[src/rtl/adc_ifc_pkg.sv]
package adc_ifc_pkg;
  typedef enum logic [2:0] {
    FS_NONE     = 3'd0,
    FS_NOCHANGE = 3'd1,
    FS_PDOWN    = 3'd2,
    FS_ABORT    = 3'd3,
    FS_COMPLETE = 3'd4
  } frame_status_e;
endpackage

[src/rtl/edge_sync.sv]
module edge_sync #(
  parameter int STAGES = 2,
  parameter logic INIT = 1'b1
) (
  input  logic clk,
  input  logic rst,
  input  logic din,
  output logic level,
  output logic fall,
  output logic rise
);
  logic [STAGES-1:0] chain;
  logic              prev;

  generate
    for (genvar g = 0; g < STAGES; g++) begin : g_stage
      always_ff @(posedge clk) begin
        if (rst) chain[g] <= INIT;
        else if (g == 0) chain[g] <= din;
        else chain[g] <= chain[g-1];
      end
    end
  endgenerate

  always_ff @(posedge clk) begin
    if (rst) prev <= INIT;
    else     prev <= chain[STAGES-1];
  end

  assign level = chain[STAGES-1];
  assign fall  = prev & ~chain[STAGES-1];
  assign rise  = ~prev & chain[STAGES-1];
endmodule

[src/rtl/frame_ctrl.sv]
module frame_ctrl
  import adc_ifc_pkg::*;
#(
  parameter int WORD_BITS = 16,
  parameter int PD_FIRST  = 2,
  parameter int PD_LAST   = 9,
  localparam int CNT_W    = $clog2(WORD_BITS + 1)
) (
  input  logic             clk,
  input  logic             rst,
  input  logic             sel_low,
  input  logic             sel_fall,
  input  logic             sel_rise,
  input  logic             sck_fall,
  output logic [CNT_W-1:0] edge_cnt,
  output logic             shift_en,
  output logic             frame_end,
  output logic             data_oe,
  output logic             power_on,
  output frame_status_e    status
);
  logic active;
  logic last_edge;

  assign last_edge = sck_fall && (edge_cnt == CNT_W'(WORD_BITS - 1));
  assign frame_end = active && !sel_fall && (sel_rise || last_edge);
  assign shift_en  = active && sck_fall && !last_edge;

  always_ff @(posedge clk) begin
    if (rst) begin
      edge_cnt <= '0;
    end else if (sel_fall) begin
      edge_cnt <= '0;
    end else if (sel_low && sck_fall && edge_cnt != CNT_W'(WORD_BITS)) begin
      edge_cnt <= edge_cnt + 1'b1;
    end
  end

  always_ff @(posedge clk) begin
    if (rst) begin
      active   <= 1'b0;
      data_oe  <= 1'b0;
      power_on <= 1'b1;
      status   <= FS_NONE;
    end else if (sel_fall) begin
      active   <= 1'b1;
      data_oe  <= 1'b1;
      power_on <= 1'b1;
    end else if (frame_end) begin
      active  <= 1'b0;
      data_oe <= 1'b0;
      if (last_edge) begin
        status <= FS_COMPLETE;
      end else if (edge_cnt < CNT_W'(PD_FIRST)) begin
        status <= FS_NOCHANGE;
      end else if (edge_cnt <= CNT_W'(PD_LAST)) begin
        status   <= FS_PDOWN;
        power_on <= 1'b0;
      end else begin
        status <= FS_ABORT;
      end
    end
  end
endmodule

[src/rtl/word_shifter.sv]
module word_shifter #(
  parameter int WORD_BITS   = 16,
  parameter int SAMPLE_BITS = 12,
  localparam int PAD        = WORD_BITS - SAMPLE_BITS
) (
  input  logic                   clk,
  input  logic                   rst,
  input  logic                   load,
  input  logic                   shift,
  input  logic                   clear,
  input  logic [SAMPLE_BITS-1:0] sample,
  output logic                   bit_out
);
  logic [WORD_BITS-1:0] sh;

  always_ff @(posedge clk) begin
    if (rst || clear) sh <= '0;
    else if (load)    sh <= {{PAD{1'b0}}, sample};
    else if (shift)   sh <= {sh[WORD_BITS-2:0], 1'b0};
  end

  assign bit_out = sh[WORD_BITS-1];
endmodule

[src/rtl/quiet_timer.sv]
module quiet_timer #(
  parameter int QUIET_CYC = 20,
  localparam int T_W      = $clog2(QUIET_CYC + 1)
) (
  input  logic clk,
  input  logic rst,
  input  logic frame_end,
  input  logic frame_start,
  output logic viol
);
  logic [T_W-1:0] since_end;

  always_ff @(posedge clk) begin
    if (rst) begin
      since_end <= T_W'(QUIET_CYC);
    end else if (frame_end) begin
      since_end <= '0;
    end else if (since_end != T_W'(QUIET_CYC)) begin
      since_end <= since_end + 1'b1;
    end
  end

  always_ff @(posedge clk) begin
    if (rst)              viol <= 1'b0;
    else if (frame_start) viol <= (since_end != T_W'(QUIET_CYC));
  end
endmodule

[src/rtl/adc_serial_ctrl.sv]
module adc_serial_ctrl
  import adc_ifc_pkg::*;
#(
  parameter int WORD_BITS   = 16,
  parameter int SAMPLE_BITS = 12,
  parameter int PD_FIRST    = 2,
  parameter int PD_LAST     = 9,
  parameter int QUIET_CYC   = 20,
  parameter int SYNC_STAGES = 2
) (
  input  logic                   clk,
  input  logic                   rst,
  input  logic                   cs_n,
  input  logic                   sclk,
  input  logic [SAMPLE_BITS-1:0] sample_in,
  output logic                   sdata,
  output logic                   sdata_oe,
  output logic                   pwr_up,
  output logic [2:0]             frame_status,
  output logic                   quiet_viol
);
  localparam int CNT_W = $clog2(WORD_BITS + 1);

  logic             cs_lvl, cs_fall, cs_rise;
  logic             sck_lvl, sck_fall, sck_rise;
  logic [CNT_W-1:0] edge_cnt;
  logic             shift_en, frame_end;
  frame_status_e    status;

  edge_sync #(.STAGES(SYNC_STAGES), .INIT(1'b1)) u_cs_sync (
    .clk(clk), .rst(rst), .din(cs_n),
    .level(cs_lvl), .fall(cs_fall), .rise(cs_rise)
  );

  edge_sync #(.STAGES(SYNC_STAGES), .INIT(1'b1)) u_sck_sync (
    .clk(clk), .rst(rst), .din(sclk),
    .level(sck_lvl), .fall(sck_fall), .rise(sck_rise)
  );

  frame_ctrl #(.WORD_BITS(WORD_BITS), .PD_FIRST(PD_FIRST), .PD_LAST(PD_LAST)) u_ctrl (
    .clk(clk), .rst(rst),
    .sel_low(~cs_lvl), .sel_fall(cs_fall), .sel_rise(cs_rise), .sck_fall(sck_fall),
    .edge_cnt(edge_cnt), .shift_en(shift_en), .frame_end(frame_end),
    .data_oe(sdata_oe), .power_on(pwr_up), .status(status)
  );

  word_shifter #(.WORD_BITS(WORD_BITS), .SAMPLE_BITS(SAMPLE_BITS)) u_shift (
    .clk(clk), .rst(rst), .load(cs_fall), .shift(shift_en), .clear(frame_end),
    .sample(sample_in), .bit_out(sdata)
  );

  quiet_timer #(.QUIET_CYC(QUIET_CYC)) u_quiet (
    .clk(clk), .rst(rst), .frame_end(frame_end), .frame_start(cs_fall),
    .viol(quiet_viol)
  );

  assign frame_status = status;

  logic unused_ok;
  assign unused_ok = sck_lvl ^ sck_rise;
endmodule

[config.mk]
export PLATFORM = sky130hd
export DESIGN_NAME = adc_serial_ctrl
export DESIGN_NICKNAME = d
export VERILOG_FILES = /design/src/rtl/adc_ifc_pkg.sv /design/src/rtl/edge_sync.sv /design/src/rtl/frame_ctrl.sv /design/src/rtl/word_shifter.sv /design/src/rtl/quiet_timer.sv /design/src/rtl/adc_serial_ctrl.sv
export SDC_FILE = /design/constraint.sdc
export NUM_CORES = 1
export LEC_CHECK = 0
export BUFFER_PORTS_ARGS = -buffer_cell sky130_fd_sc_hd__buf_2
export CORE_ASPECT_RATIO = 1.1
export CORE_MARGIN = 10
export CORE_UTILIZATION = 45
export DETAILED_ROUTE_END_ITERATION = 10
export PLACE_DENSITY = 0.74
export SKIP_CTS_REPAIR_TIMING = 1
export SYNTH_ARGS = -nofsm -noshare
export SYNTH_HDL_FRONTEND = slang
export SYNTH_HIERARCHICAL = 1
export SYNTH_SLANG_ARGS = --single-unit
[constraint.sdc]
create_clock -name clk -period 5.3 [get_ports clk]
set_input_delay 1.06 -clock clk [delete_from_list [all_inputs] [get_ports clk]]
set_output_delay 1.06 -clock clk [all_outputs]
set_load 0.01 [all_outputs]
# Word level (Yosys, flattened, before mapping)
# Index checks and enable logic that the tools add are counted.
dict set report totals {
  ff_bits 38
  in_bits 16
  output_inout_bits 7
  elab_cells 59
}
dict set report classes {
  n_addsub 2
  n_lt_le_gt_ge 2
  eq_ne 3
  mux 9
  bitwise 9
  reduce_logical 19
}
# cell count
set ops {}
lappend ops {{2-to-1 mux 12 bit} 2}
lappend ops {{adder 5 x 1 -> 5 bit (second input constant)} 2}
lappend ops {{2-to-1 mux 5 bit} 2}
lappend ops {{!= test 5 bit (second input constant)} 2}
lappend ops {{logical AND 1 bit} 7}
lappend ops {{2-to-1 mux 3 bit} 2}
lappend ops {{inverter 1 bit} 6}
lappend ops {{nonzero test 2 bit} 3}
lappend ops {{OR reduction 2 bit} 3}
lappend ops {{equality test 5 x 4 -> 1 bit (second input constant)} 1}
lappend ops {{less-or-equal comparator 5 x 4 -> 1 bit (second input constant)} 1}
lappend ops {{less-than comparator 5 x 2 -> 1 bit (second input constant)} 1}
lappend ops {{AND reduction 4 bit} 1}
lappend ops {{AND 1 bit} 3}
lappend ops {{2-to-1 mux 1 bit} 3}
lappend ops {{logical NOT 1 bit} 2}
lappend ops {{logical OR 1 bit} 2}
lappend ops {{AND reduction 2 bit} 1}

# Logic depth before layout (Yosys ltp)
dict set report depth {
  depth_word 7
  depth_mapped 9
  depth_no_buf 7
}

# Modules after synthesis
# Netlist, hierarchy kept.
# module n_inst cells_per_inst area_each_um2 seq_area_each_um2
set modules_own_cells {}
lappend modules_own_cells {word_shifter 1 69 738.2 320.3}
lappend modules_own_cells {frame_ctrl 1 65 553.0 200.2}
lappend modules_own_cells {quiet_timer 1 28 281.5 120.1}
lappend modules_own_cells {edge_sync 2 8 92.6 60.1}
lappend modules_own_cells {adc_serial_ctrl 1 1 3.8 0.0}

# Least setup slack after synthesis
# Ideal clock, no wire load.
dict set report synth_timing {
  path_kind {reg-to-reg}
  from {register u_ctrl.edge_cnt[0]}
  to {register u_shift.sh[1]}
  setup_ps 86
  t_arrival_ps 1861
  required_ps 5214
  path_slack_ps 3353
  stages_incl_launch_ff 10
  n_path_buf 2
  cell_sequence {dfxtp_1 -> ha_1 -> and3_1 -> ha_1 -> a21oi_1 -> nor2_1 -> or2_1 -> buf_6 -> buf_6 -> a211oi_1}
}
dict set report synth_between {
  elab_chain_len 5
  elab_cells_between_ends 8
  classes_between {1 x eq/ne; 7 x reduce/logical}
}
# item line
set synth_rtl {}
lappend synth_rtl {{from (decl)} frame_ctrl.sv:15} ;# output logic [CNT_W-1:0] edge_cnt,
lappend synth_rtl {{from (signal assigned)} frame_ctrl.sv:35} ;# edge_cnt <= edge_cnt + 1'b1;
lappend synth_rtl {{equality test 5 x 4 -> 1 bit} frame_ctrl.sv:25} ;# assign last_edge = sck_fall && (edge_cnt == CNT_W'(WORD_BITS - 1));
lappend synth_rtl {{logical AND 1 bit} frame_ctrl.sv:25}
lappend synth_rtl {{logical OR 1 bit} frame_ctrl.sv:26} ;# assign frame_end = active && !sel_fall && (sel_rise || last_edge);
lappend synth_rtl {{logical AND 1 bit} frame_ctrl.sv:26}
lappend synth_rtl {{via frame_end} adc_serial_ctrl.sv:27} ;# logic shift_en, frame_end;
lappend synth_rtl {{logical OR 1 bit} word_shifter.sv:17} ;# if (rst || clear) sh <= '0;
lappend synth_rtl {{to (signal assigned)} word_shifter.sv:18} ;# else if (load) sh <= {{PAD{1'b0}}, sample};
lappend synth_rtl {{to (signal assigned)} word_shifter.sv:19} ;# else if (shift) sh <= {sh[WORD_BITS-2:0], 1'b0};
lappend synth_rtl {{to (decl)} word_shifter.sv:14} ;# logic [WORD_BITS-1:0] sh;
# The timed path passes the listed nets, and every way through them passes these cells.
# A chain may end at the register's enable or synchronous reset.

# Worst setup path in the final report
dict set report layout_timing {
  from {register u_ctrl.edge_cnt[0]}
  to {register u_shift.sh[3]}
}
dict set report layout_between {
  elab_chain_len 5
  elab_cells_between_ends 8
  classes_between {1 x eq/ne; 7 x reduce/logical}
}
# item line
set layout_rtl {}
lappend layout_rtl {{equality test 5 x 4 -> 1 bit} frame_ctrl.sv:25}
lappend layout_rtl {{logical AND 1 bit} frame_ctrl.sv:25}
lappend layout_rtl {{logical NOT 1 bit} frame_ctrl.sv:27} ;# assign shift_en = active && sck_fall && !last_edge;
lappend layout_rtl {{logical AND 1 bit} frame_ctrl.sv:27}
lappend layout_rtl {{via shift_en} adc_serial_ctrl.sv:27}
lappend layout_rtl {{nonzero test 2 bit (no line)} -}
# The timed path passes the listed nets, and every way through them passes these cells.

==> out/qor.yml <==
hp-class: "reg2reg"
multi_input_area_um2: 884.6
grt_usage: 0.09802
gp_congestion: 0.7125
rows: 23
hold_ws_ns: 0.4093
rsz0062_at_grt: "no"
pre_cts_slack_ns: 3.021
skew_ns: 0.007491
setup_tns_ns: 0
slew_violations: 0
grt_pass1_vias: 1259
dr_wl_met3_um: 206
layout_worst_path_cycle_share: 0.4352
routed-wl-met2_um: 1442
ios: 23
via_count: 1304
tightest_slew_ns: 0.8960
path_class: "reg2reg"
ir_drop_mv: 0.1809
grt_antenna_before_repair: 0
clock_path_buffers: 2
drtPass1Iterations: 4
clk-insertion-delay-late_ns: 0.28
top_layer: "met4"
slew-limit-headroom: 0.4027
status: "complete, no violations"
synth_area_um2: 1755
max_cap_viol_count: 0
htree_levels: 2
syn_to_final_growth_pct: 10.91
routed_wl_um: 3193
cts_tree: "yes"
first_iter_violations: 64
final_util: 0.5244
portBuffers: 22
wl_met1_um: 1529
fill_cells: 356
vias_per_cell: 5.216
insertedDiodeCount: 0
avgSynthCellArea_um2: 9.862
power_density_nw_per_um2: 279.9
required_ns: 5.49
path_clk_slew_ns: 0.07
die_y_um: 85.51
grt_max_degree: 25
die_w_um: 79.55
endpoint_kind: "register"
drc_errors: 0
hold_viol: 0
ant_nets: 0
grt_overflow_total: 0
dpl.hpwl_um: 2265
fin_nets: 221
start_util: 0.4729
cp_max_fo: 16
syn_nets: 200
dieArea_um2: 6802
min_period_ns: 2.306
cts-buffers-inserted: 5
drive_gt1_frac: 0.1750
clock.fmax_mhz: 433.6
wire_per_inst_um: 12.77
core_um2: 3712
crit_arrival_ns: 2.50
cts-root-buf: "clkbuf_8"
start_kind: "register"
syn_inst: 178
setup_slack_ns: 2.994
regArea_um2: 760.7
grt_first_pass_wirelength_um: 5540
p_leak_uw: 0.0007399
clock_sinks: 38
setup_viol: 0
ys_warn_count: 6
[layout make-up]
type                    instances  area share
clock buffers                   7     0.04434
clock inverters                 1    0.002571
inverters                      10     0.01928
multi-input cells             122      0.4544
flip-flops and latches         38      0.3907
well taps                      50     0.03213
repair buffers                 22     0.05656
[path summary, 6_finish.rpt]
kind / startpoint / to / slack, ns / cells past startpoint
max: u_ctrl/edge_cnt[0] / u_shift/sh[3] / 2.99 / 6
min: u_sck_sync/chain[0] / u_sck_sync/level / 0.41 / 1
max reg2reg: u_ctrl/edge_cnt[0] / u_shift/sh[3] / 2.99 / 6
min reg2reg: u_sck_sync/chain[0] / u_sck_sync/level / 0.41 / 1
[report_power, final]
group / switching, uW / internal, uW
combinational: 24.6 / 22.7
clock: 91.8 / 105
sequential: 5.69 / 295
[per-layer routing]
metal  global-route usage  vias up
met5                    0        -
met4              0.02936        0
met3              0.04489        2
met2               0.1598       24
met1               0.1113      606
li1                     -      672
[cell usage in the layout (no fill, tap or decap), drive strengths merged, types with 2 or more instances in the layout]
master,instances
a211oi,12
a21oi,9
and2b,2
and3,2
buf,22
clkbuf,7
dfxtp,38
ha,6
inv,10
mux2i,16
nand2,4
nand3,7
nor2,8
nor2b,13
nor3,6
o21ai,5
or2,8
or3,2
or4,2
xor2,2
[state kept, by name, indices dropped and copies added (netlist names)]
register / cells
u_shift/sh: 16
u_ctrl/edge_cnt: 5
u_quiet/since_end: 5
u_ctrl/status: 3
u_cs_sync/chain: 1
u_cs_sync/level: 1
u_cs_sync/prev: 1
u_ctrl/active: 1
u_ctrl/power_on: 1
u_quiet/viol: 1
u_sck_sync/chain: 1
u_sck_sync/level: 1
u_sck_sync/prev: 1
[stage by stage]
step	total power [uW]	area [um^2]	std cells
2_1_floorplan	342.3	1755	178
3_3_place_gp	353.1	1856	242
3_5_place_dp	354.5	1856	242
4_1_cts	552.9	1947	250
5_1_grt	573.9	1947	250
6_report	545.0	1947	250
[critical path: stages (launching register included)]
cell	delay, ns
dfxtp_1	0.36
ha_1	0.22
and3_1	0.18
ha_1	0.20
and3b_1	0.81
mux2i_1	0.17
a211oi_1	0.27
(Power assumes the default switching activity.)
